--- config.mk ---
export PLATFORM = sky130hd
export DESIGN_NAME = tdm2i2s_bridge
export DESIGN_NICKNAME = d
export VERILOG_FILES = /design/src/rtl/tdm2i2s_pkg.sv /design/src/rtl/tdm_frame_capture.sv /design/src/rtl/i2s_bit_timer.sv /design/src/rtl/i2s_lane_shifter.sv /design/src/rtl/tdm2i2s_bridge.sv
export SDC_FILE = /design/constraint.sdc
export NUM_CORES = 1
export LEC_CHECK = 0
export ABC_AREA = 1
export CORE_MARGIN = 2
export CORE_UTILIZATION = 60
export CTS_BUF_LIST = sky130_fd_sc_hd__clkbuf_8
export CTS_CLUSTER_DIAMETER = 100
export DETAILED_ROUTE_END_ITERATION = 12
export MAX_ROUTING_LAYER = met4
export PLACE_DENSITY = 0.8
export SLEW_MARGIN = 20
export SYNTH_ARGS = -nofsm -noshare
export SYNTH_HDL_FRONTEND = slang
export SYNTH_SLANG_ARGS = --single-unit
--- constraint.sdc ---
create_clock -name tdm_bclk -period 3.1 [get_ports tdm_bclk]
set_input_delay 0.465 -clock tdm_bclk [delete_from_list [all_inputs] [get_ports tdm_bclk]]
set_output_delay 0.465 -clock tdm_bclk [all_outputs]
set_load 0.05 [all_outputs]
--- src/rtl/tdm2i2s_pkg.sv ---
package tdm2i2s_pkg;
  // Default sizing shared by the bridge and its sub-blocks.
  localparam int DEF_NUM_CH     = 8;
  localparam int DEF_TDM_SLOT_W = 24;
  localparam int DEF_I2S_SLOT_W = 32;
  localparam int DEF_BCLK_DIV   = 3;

  // Stereo side carried by an I2S slot.
  typedef enum logic {
    SIDE_LEFT  = 1'b0,
    SIDE_RIGHT = 1'b1
  } side_e;
endpackage

--- src/rtl/tdm_frame_capture.sv ---
// Deserialises one TDM frame into a two-bank store; the bank not being
// written is presented whole to the I2S side.
module tdm_frame_capture #(
  parameter int NUM_CH = tdm2i2s_pkg::DEF_NUM_CH,
  parameter int SLOT_W = tdm2i2s_pkg::DEF_TDM_SLOT_W
) (
  input  logic                           clk,
  input  logic                           rst_n,
  input  logic                           fsync,
  input  logic                           sdata,
  output logic [NUM_CH-1:0][SLOT_W-1:0]  rd_frame,
  output logic                           rd_valid
);
  localparam int SLOT_CW = $clog2(NUM_CH + 1);
  localparam int CH_IW   = $clog2(NUM_CH);
  localparam int BIT_W   = $clog2(SLOT_W);

  logic [NUM_CH-1:0][SLOT_W-1:0] bank_q [2];
  logic                          wsel_q;
  logic                          started_q;
  logic                          valid_q;
  logic [SLOT_CW-1:0]            slot_q;
  logic [BIT_W-1:0]              sbit_q;
  logic                          frame_full;
  logic [BIT_W-1:0]              wr_pos;

  // All slots written: the frame is complete and further bits are dropped.
  assign frame_full = (slot_q == SLOT_CW'(NUM_CH));
  // Bits arrive MSB first inside each slot.
  assign wr_pos     = BIT_W'(SLOT_W - 1) - sbit_q;

  always_ff @(posedge clk or negedge rst_n) begin
    if (!rst_n) begin
      bank_q[0] <= '0;
      bank_q[1] <= '0;
      wsel_q    <= 1'b0;
      started_q <= 1'b0;
      valid_q   <= 1'b0;
      slot_q    <= SLOT_CW'(NUM_CH);
      sbit_q    <= '0;
    end else if (fsync) begin
      // Swap banks; the first bit of the new frame lands in the fresh bank.
      bank_q[~wsel_q][0][SLOT_W-1] <= sdata;
      wsel_q    <= ~wsel_q;
      started_q <= 1'b1;
      valid_q   <= started_q && frame_full;
      slot_q    <= '0;
      sbit_q    <= BIT_W'(1);
    end else if (!frame_full) begin
      bank_q[wsel_q][slot_q[CH_IW-1:0]][wr_pos] <= sdata;
      if (sbit_q == BIT_W'(SLOT_W - 1)) begin
        sbit_q <= '0;
        slot_q <= slot_q + SLOT_CW'(1);
      end else begin
        sbit_q <= sbit_q + BIT_W'(1);
      end
    end
  end

  assign rd_frame = bank_q[~wsel_q];
  assign rd_valid = valid_q;
endmodule

--- src/rtl/i2s_bit_timer.sv ---
// Divider phase and I2S bit-period position, realigned by frame sync.
// Exposes next-state values so the output stage can register them.
module i2s_bit_timer #(
  parameter int DIV    = tdm2i2s_pkg::DEF_BCLK_DIV,
  parameter int SLOT_W = tdm2i2s_pkg::DEF_I2S_SLOT_W
) (
  input  logic                               clk,
  input  logic                               rst_n,
  input  logic                               fsync,
  output logic [$clog2(DIV)-1:0]             div_nxt,
  output logic [$clog2(2*SLOT_W)-1:0]        pos_nxt
);
  localparam int DIV_W = $clog2(DIV);
  localparam int POS_W = $clog2(2 * SLOT_W);

  logic [DIV_W-1:0] div_q;
  logic [POS_W-1:0] pos_q;
  logic             div_wrap;
  logic             pos_wrap;

  assign div_wrap = (div_q == DIV_W'(DIV - 1));
  assign pos_wrap = (pos_q == POS_W'(2 * SLOT_W - 1));

  always_comb begin
    if (fsync) begin
      div_nxt = '0;
      pos_nxt = '0;
    end else if (div_wrap) begin
      div_nxt = '0;
      pos_nxt = pos_wrap ? '0 : pos_q + POS_W'(1);
    end else begin
      div_nxt = div_q + DIV_W'(1);
      pos_nxt = pos_q;
    end
  end

  always_ff @(posedge clk or negedge rst_n) begin
    if (!rst_n) begin
      div_q <= '0;
      pos_q <= '0;
    end else begin
      div_q <= div_nxt;
      pos_q <= pos_nxt;
    end
  end
endmodule

--- src/rtl/i2s_lane_shifter.sv ---
// Registered I2S outputs: bit clock, word select and one data line per
// stereo pair, decoded from the timer's next position.
module i2s_lane_shifter #(
  parameter int NUM_CH = tdm2i2s_pkg::DEF_NUM_CH,
  parameter int TDM_W  = tdm2i2s_pkg::DEF_TDM_SLOT_W,
  parameter int I2S_W  = tdm2i2s_pkg::DEF_I2S_SLOT_W,
  parameter int DIV    = tdm2i2s_pkg::DEF_BCLK_DIV
) (
  input  logic                          clk,
  input  logic                          rst_n,
  input  logic [$clog2(DIV)-1:0]        div_nxt,
  input  logic [$clog2(2*I2S_W)-1:0]    pos_nxt,
  input  logic [NUM_CH-1:0][TDM_W-1:0]  rd_frame,
  input  logic                          rd_valid,
  output logic                          bclk,
  output logic                          ws,
  output logic [NUM_CH/2-1:0]           sd
);
  import tdm2i2s_pkg::*;

  localparam int LANES = NUM_CH / 2;
  localparam int POS_W = $clog2(2 * I2S_W);
  localparam int PAD   = I2S_W - TDM_W;
  localparam int IDX_W = $clog2(TDM_W);

  side_e            side;
  logic [POS_W-1:0] slot_bit;
  logic             carries_sample;
  logic [IDX_W-1:0] smp_idx;
  logic [LANES-1:0] sd_d;

  // One-period delay: position 1..I2S_W is left, the rest is right,
  // and position 0 is the tail (LSB) of the previous right slot.
  always_comb begin
    if (pos_nxt > POS_W'(I2S_W)) begin
      side     = SIDE_RIGHT;
      slot_bit = POS_W'(I2S_W) - (pos_nxt - POS_W'(I2S_W));
    end else begin
      side     = SIDE_LEFT;
      slot_bit = POS_W'(I2S_W) - pos_nxt;
    end
    carries_sample = rd_valid && (pos_nxt != '0) && (slot_bit >= POS_W'(PAD));
    smp_idx        = IDX_W'(slot_bit - POS_W'(PAD));
  end

  for (genvar k = 0; k < LANES; k++) begin : g_lane
    logic [TDM_W-1:0] left_smp;
    logic [TDM_W-1:0] right_smp;
    assign left_smp  = rd_frame[2*k];
    assign right_smp = rd_frame[2*k+1];
    assign sd_d[k]   = carries_sample &&
                       ((side == SIDE_RIGHT) ? right_smp[smp_idx] : left_smp[smp_idx]);
  end

  always_ff @(posedge clk or negedge rst_n) begin
    if (!rst_n) begin
      bclk <= 1'b0;
      ws   <= 1'b0;
      sd   <= '0;
    end else begin
      bclk <= (div_nxt != '0);
      ws   <= (pos_nxt >= POS_W'(I2S_W));
      sd   <= sd_d;
    end
  end
endmodule

--- src/rtl/tdm2i2s_bridge.sv ---
module tdm2i2s_bridge #(
  parameter int NUM_CH     = tdm2i2s_pkg::DEF_NUM_CH,
  parameter int TDM_SLOT_W = tdm2i2s_pkg::DEF_TDM_SLOT_W,
  parameter int I2S_SLOT_W = tdm2i2s_pkg::DEF_I2S_SLOT_W,
  parameter int BCLK_DIV   = tdm2i2s_pkg::DEF_BCLK_DIV
) (
  input  logic                  tdm_bclk,
  input  logic                  rst_n,
  input  logic                  tdm_fsync,
  input  logic                  tdm_sdata,
  output logic                  i2s_bclk,
  output logic                  i2s_ws,
  output logic [NUM_CH/2-1:0]   i2s_sd
);
  localparam int DIV_W = $clog2(BCLK_DIV);
  localparam int POS_W = $clog2(2 * I2S_SLOT_W);

  // Both frames must span the same number of TDM bit clocks.
  if (NUM_CH * TDM_SLOT_W != 2 * I2S_SLOT_W * BCLK_DIV) begin : g_bad_ratio
    $error("TDM and I2S frame lengths differ");
  end

  logic [NUM_CH-1:0][TDM_SLOT_W-1:0] rd_frame;
  logic                              rd_valid;
  logic [DIV_W-1:0]                  div_nxt;
  logic [POS_W-1:0]                  pos_nxt;

  tdm_frame_capture #(
    .NUM_CH (NUM_CH),
    .SLOT_W (TDM_SLOT_W)
  ) u_capture (
    .clk      (tdm_bclk),
    .rst_n    (rst_n),
    .fsync    (tdm_fsync),
    .sdata    (tdm_sdata),
    .rd_frame (rd_frame),
    .rd_valid (rd_valid)
  );

  i2s_bit_timer #(
    .DIV    (BCLK_DIV),
    .SLOT_W (I2S_SLOT_W)
  ) u_timer (
    .clk     (tdm_bclk),
    .rst_n   (rst_n),
    .fsync   (tdm_fsync),
    .div_nxt (div_nxt),
    .pos_nxt (pos_nxt)
  );

  i2s_lane_shifter #(
    .NUM_CH (NUM_CH),
    .TDM_W  (TDM_SLOT_W),
    .I2S_W  (I2S_SLOT_W),
    .DIV    (BCLK_DIV)
  ) u_shifter (
    .clk      (tdm_bclk),
    .rst_n    (rst_n),
    .div_nxt  (div_nxt),
    .pos_nxt  (pos_nxt),
    .rd_frame (rd_frame),
    .rd_valid (rd_valid),
    .bclk     (i2s_bclk),
    .ws       (i2s_ws),
    .sd       (i2s_sd)
  );
endmodule

==> results.tsv <==
stage	metric	value	unit
status	status	completed	
synthesis	yosys_warnings	0	
drt	first_iter_violations	2123	
layout	ff_latch_area	0.0103	mm²
layout	layout-drive-gt1-share	7.92	%
job	cap_violations	0	
floorplan	dieWidth	199	µm
layout	antenna_cells	0	
synthesis	synth_area	0.0227	mm²
placed_design	hpwl	39200	µm
worst_setup_path	worst_setup_path_end_kind	flop	
power_and_ir_drop	power_density	524	mW/mm²
worst_setup_path	crit_required	3640	ps
synthesis	synth.avg_cell_area	7.84	µm²
synthesis	ys_ff_latch	410	
worst_setup_path	start_kind	flop	
cts	cts_root_buffer	clkbuf_8	
synthesis	synth_area_leader_cell	dfrtp_1	
sta	setup_tns	0	ps
cts	post-cts-setup-buffers	0	
cts	numCtsBuffers	73	
cts	htreeDepth	3	
floorplan	core	0.0375	mm²
synthesis	netlist_instances	2900	
synthesis	synth_area_leaders	dfrtp_1, mux2i_1, nand2_1, inv_1, nor2_1	
sta	worstMarginPinSlew	1090	ps
global_route	grt_antenna_before_repair	0	
floorplan	rows	71	
global_route	grt_pass1_vias	19800	
sta	hold_violations	0	
synthesis	synth_edf_count	0	
power_and_ir_drop	ir_drop	0.000336	V
global_route	grt_overflow	0	
cts	insertion_delay	640	ps
sta	slew_viol_final	0	
worst_hold_path	hold_path.class	primary input to flop	
power_and_ir_drop	power.leakage	15.0	nW
drt	avgViaCountPerCell	5.88	
layout	multiInputGateArea	0.0101	mm²
drt	drcViolationCount	0	
worst_setup_path	crit_fanout	8	
synthesis	synth.top_cell.area_share	45.0	%
drt	ant_nets	0	
power_and_ir_drop	fin_total_pwr	0.0131	W
worst_setup_path	worst-path-buf-inv	2	
worst_setup_path	crit_family	simple AND/OR/NAND/NOR gates	
sta	fmax	359	MHz
sta	fin_skew	40.6	ps
cts	cts_buffer_depth	3	
sta	rsz0062_at_grt	no	
synthesis	synth_nets	2913	
floorplan	start_util	60.6	%
synthesis	synth_ff_type	dfrtp_1	
layout	fillCellCount	3094	
global_route	grtUsageTotal	35.0	%
global_route	grt_pass1_wl	105000	µm
worst_setup_path	max_stage_delay	400	ps
cts	cts_tree	done	
cts	cts.sinks	410	
synthesis	yosysUniqueCellTypes	33	
drt	routed_wl	65300	µm
cts	clkTransAtPathRegs	60	ps
drt	firstDrtPassIters	6	
placed_design	io_buffers	9	
floorplan	pin_count	10	
global_route	grt_max_degree	131	
worst_setup_path	cp.arrival	3320	ps
sta	post-route-min-period	2780	ps
sta	fin_crit_sh	89.8	%
floorplan	dieArea	0.0394	mm²
synthesis	synthArstFlopShare	100	%
synthesis	seq_area_frac_synth	45.2	%
drt	dr_total_vias	20200	
layout	final_nets	2881	
placed_design	gp_congestion	0.914	
layout	syn2layout_area_growth	9.85	%
sta	maxSlewHeadroom	26.8	%
worst_setup_path	crit_slowest_cell	dfrtp_1	
worst_setup_path	path_cells	ha_1 > nor2_1 > or3_1 > ha_2 > nand2_1 > inv_1 > nand2_1 > or2_4 > nand2_1 > ha_1 > inv_1 > nand3_1 > nand3_1 > nand3_1 > a21oi_1	
worst_setup_path	rrSetupSlack	320	ps
drt	routedWlPerCell	19.1	µm
floorplan	die_h	199	µm
sta	finalSetupViolations	0	
worst_setup_path	path_class	flop to flop	
tightest hold or removal path, cell delays in order:
cell	delay, ps
buf_8	200
mux2i_1	100
inv_1	50
cell usage after synthesis, types with 18 or more instances:
library cell    n
a21oi_1        79
dfrtp_1       409
mux2i_1       300
or2_2          30
a31oi_1        64
nand2_1       534
inv_1         402
nand3_1       188
clkbuf_1      105
buf_2          67
nor2_1        388
nand4_1        44
o21ai_1        19
buf_1          18
o21ai_0       204
flip-flops by register name, indices dropped and copies added, names as in the netlist:
name / flops
u_timer.div_q: 2
u_capture.bank_q: 384
u_shifter.bclk: 1
u_shifter.sd: 4
u_capture.sbit_q: 5
u_capture.started_q: 1
u_timer.pos_q: 6
u_capture.rd_valid: 1
u_capture.slot_q: 4
u_capture.wsel_q: 1
u_shifter.ws: 1
path summary, 6_finish.rpt:
path	cells past startpoint	to	startpoint
worst max-delay path	15	u_shifter.sd[1]	u_timer.pos_q[0]
min in group asynchronous	2	u_capture.bank_q[286]	rst_n
worst min register to register	2	u_capture.started_q	u_capture.started_q
max in group asynchronous	3	u_capture.bank_q[345]	rst_n
worst max register to register	15	u_shifter.sd[1]	u_timer.pos_q[0]
worst min-delay path	3	u_capture.bank_q[30]	tdm_sdata
layout by cell type (no fill, tap or decap), types with 3 or more instances in the layout:
master | Yosys | routed
clkbuf_8 | 0 | 87
clkdlybuf4s50_1 | 0 | 7
or2_2 | 30 | 30
nand4_1 | 44 | 44
nand2_1 | 534 | 534
inv_2 | 9 | 10
buf_12 | 0 | 27
nor3_1 | 5 | 5
mux2i_1 | 300 | 300
nor2_1 | 388 | 387
nor2_2 | 3 | 3
buf_4 | 0 | 48
a31oi_1 | 64 | 64
nand3_1 | 188 | 188
o21ai_1 | 19 | 19
inv_1 | 402 | 426
o21ai_0 | 204 | 204
a21oi_1 | 79 | 79
dfrtp_1 | 409 | 408
ha_1 | 9 | 8
nand2_2 | 5 | 5
routing by layer:
metal	GRT usage [%]	up-vias	share of wire, %
li1	-	9181	-
met1	45.7	9758	41
met2	53.1	1025	45
met3	5.66	198	9.3
met4	18.2	0	4.7
met5	-	-	0
cells by family after synthesis:
group | synth area share [%]
AND/OR/NAND/NOR | 22.1
multiplexers | 13.2
adder cells (fa/ha/maj) | 0.496
XOR/XNOR | 0.0386
AO/OA/AOI/OAI | 8.64
buffers and inverters | 10.4
flip-flops | 45.2
through the flow:
stage / instances / worst slack, ps / hold slack [ps] / util (%) / area [µm²]
2_1_floorplan: 2900 / 167 / 169 / - / 22700
3_3_place_gp: 3303 / 177 / 435 / 62.9 / 23600
3_5_place_dp: 3303 / 64.5 / 442 / 62.9 / 23600
4_1_cts: 3426 / 352 / 210 / 66.6 / 25000
5_1_grt: 3426 / 152 / 232 / 66.6 / 25000
6_report: 3426 / 317 / 223 / 66.6 / 25000
what timing repair did:
action	in CTS	in global routing
gates resized for setup	0	0
endpoints found under the hold margin	81	0
endpoints found under the setup margin	0	0
hold buffers	1	0
report_power, final:
| group | leakage (nW) | internal, W | switching [W] | total [W] |
|---|---|---|---|---|
| Sequential | 5.44 | 0.00559 | 0.000142 | 0.00574 |
| Combinational | 8.76 | 0.000742 | 0.00172 | 0.00246 |
| Clock | 0.807 | 0.00261 | 0.00226 | 0.00488 |
area by class of cell:
| class | instances | area share (%) |
|---|---|---|
| inverter | 411 | 6.19 |
| multi-input combinational | 1887 | 40.5 |
| sequential | 410 | 41.1 |
| timing repair buffer | 85 | 4.05 |
| tap | 511 | 2.56 |
| clock inverter | 35 | 0.742 |
| clock buffer | 87 | 4.80 |
Note: power is estimated with default switching activity, not from simulation.
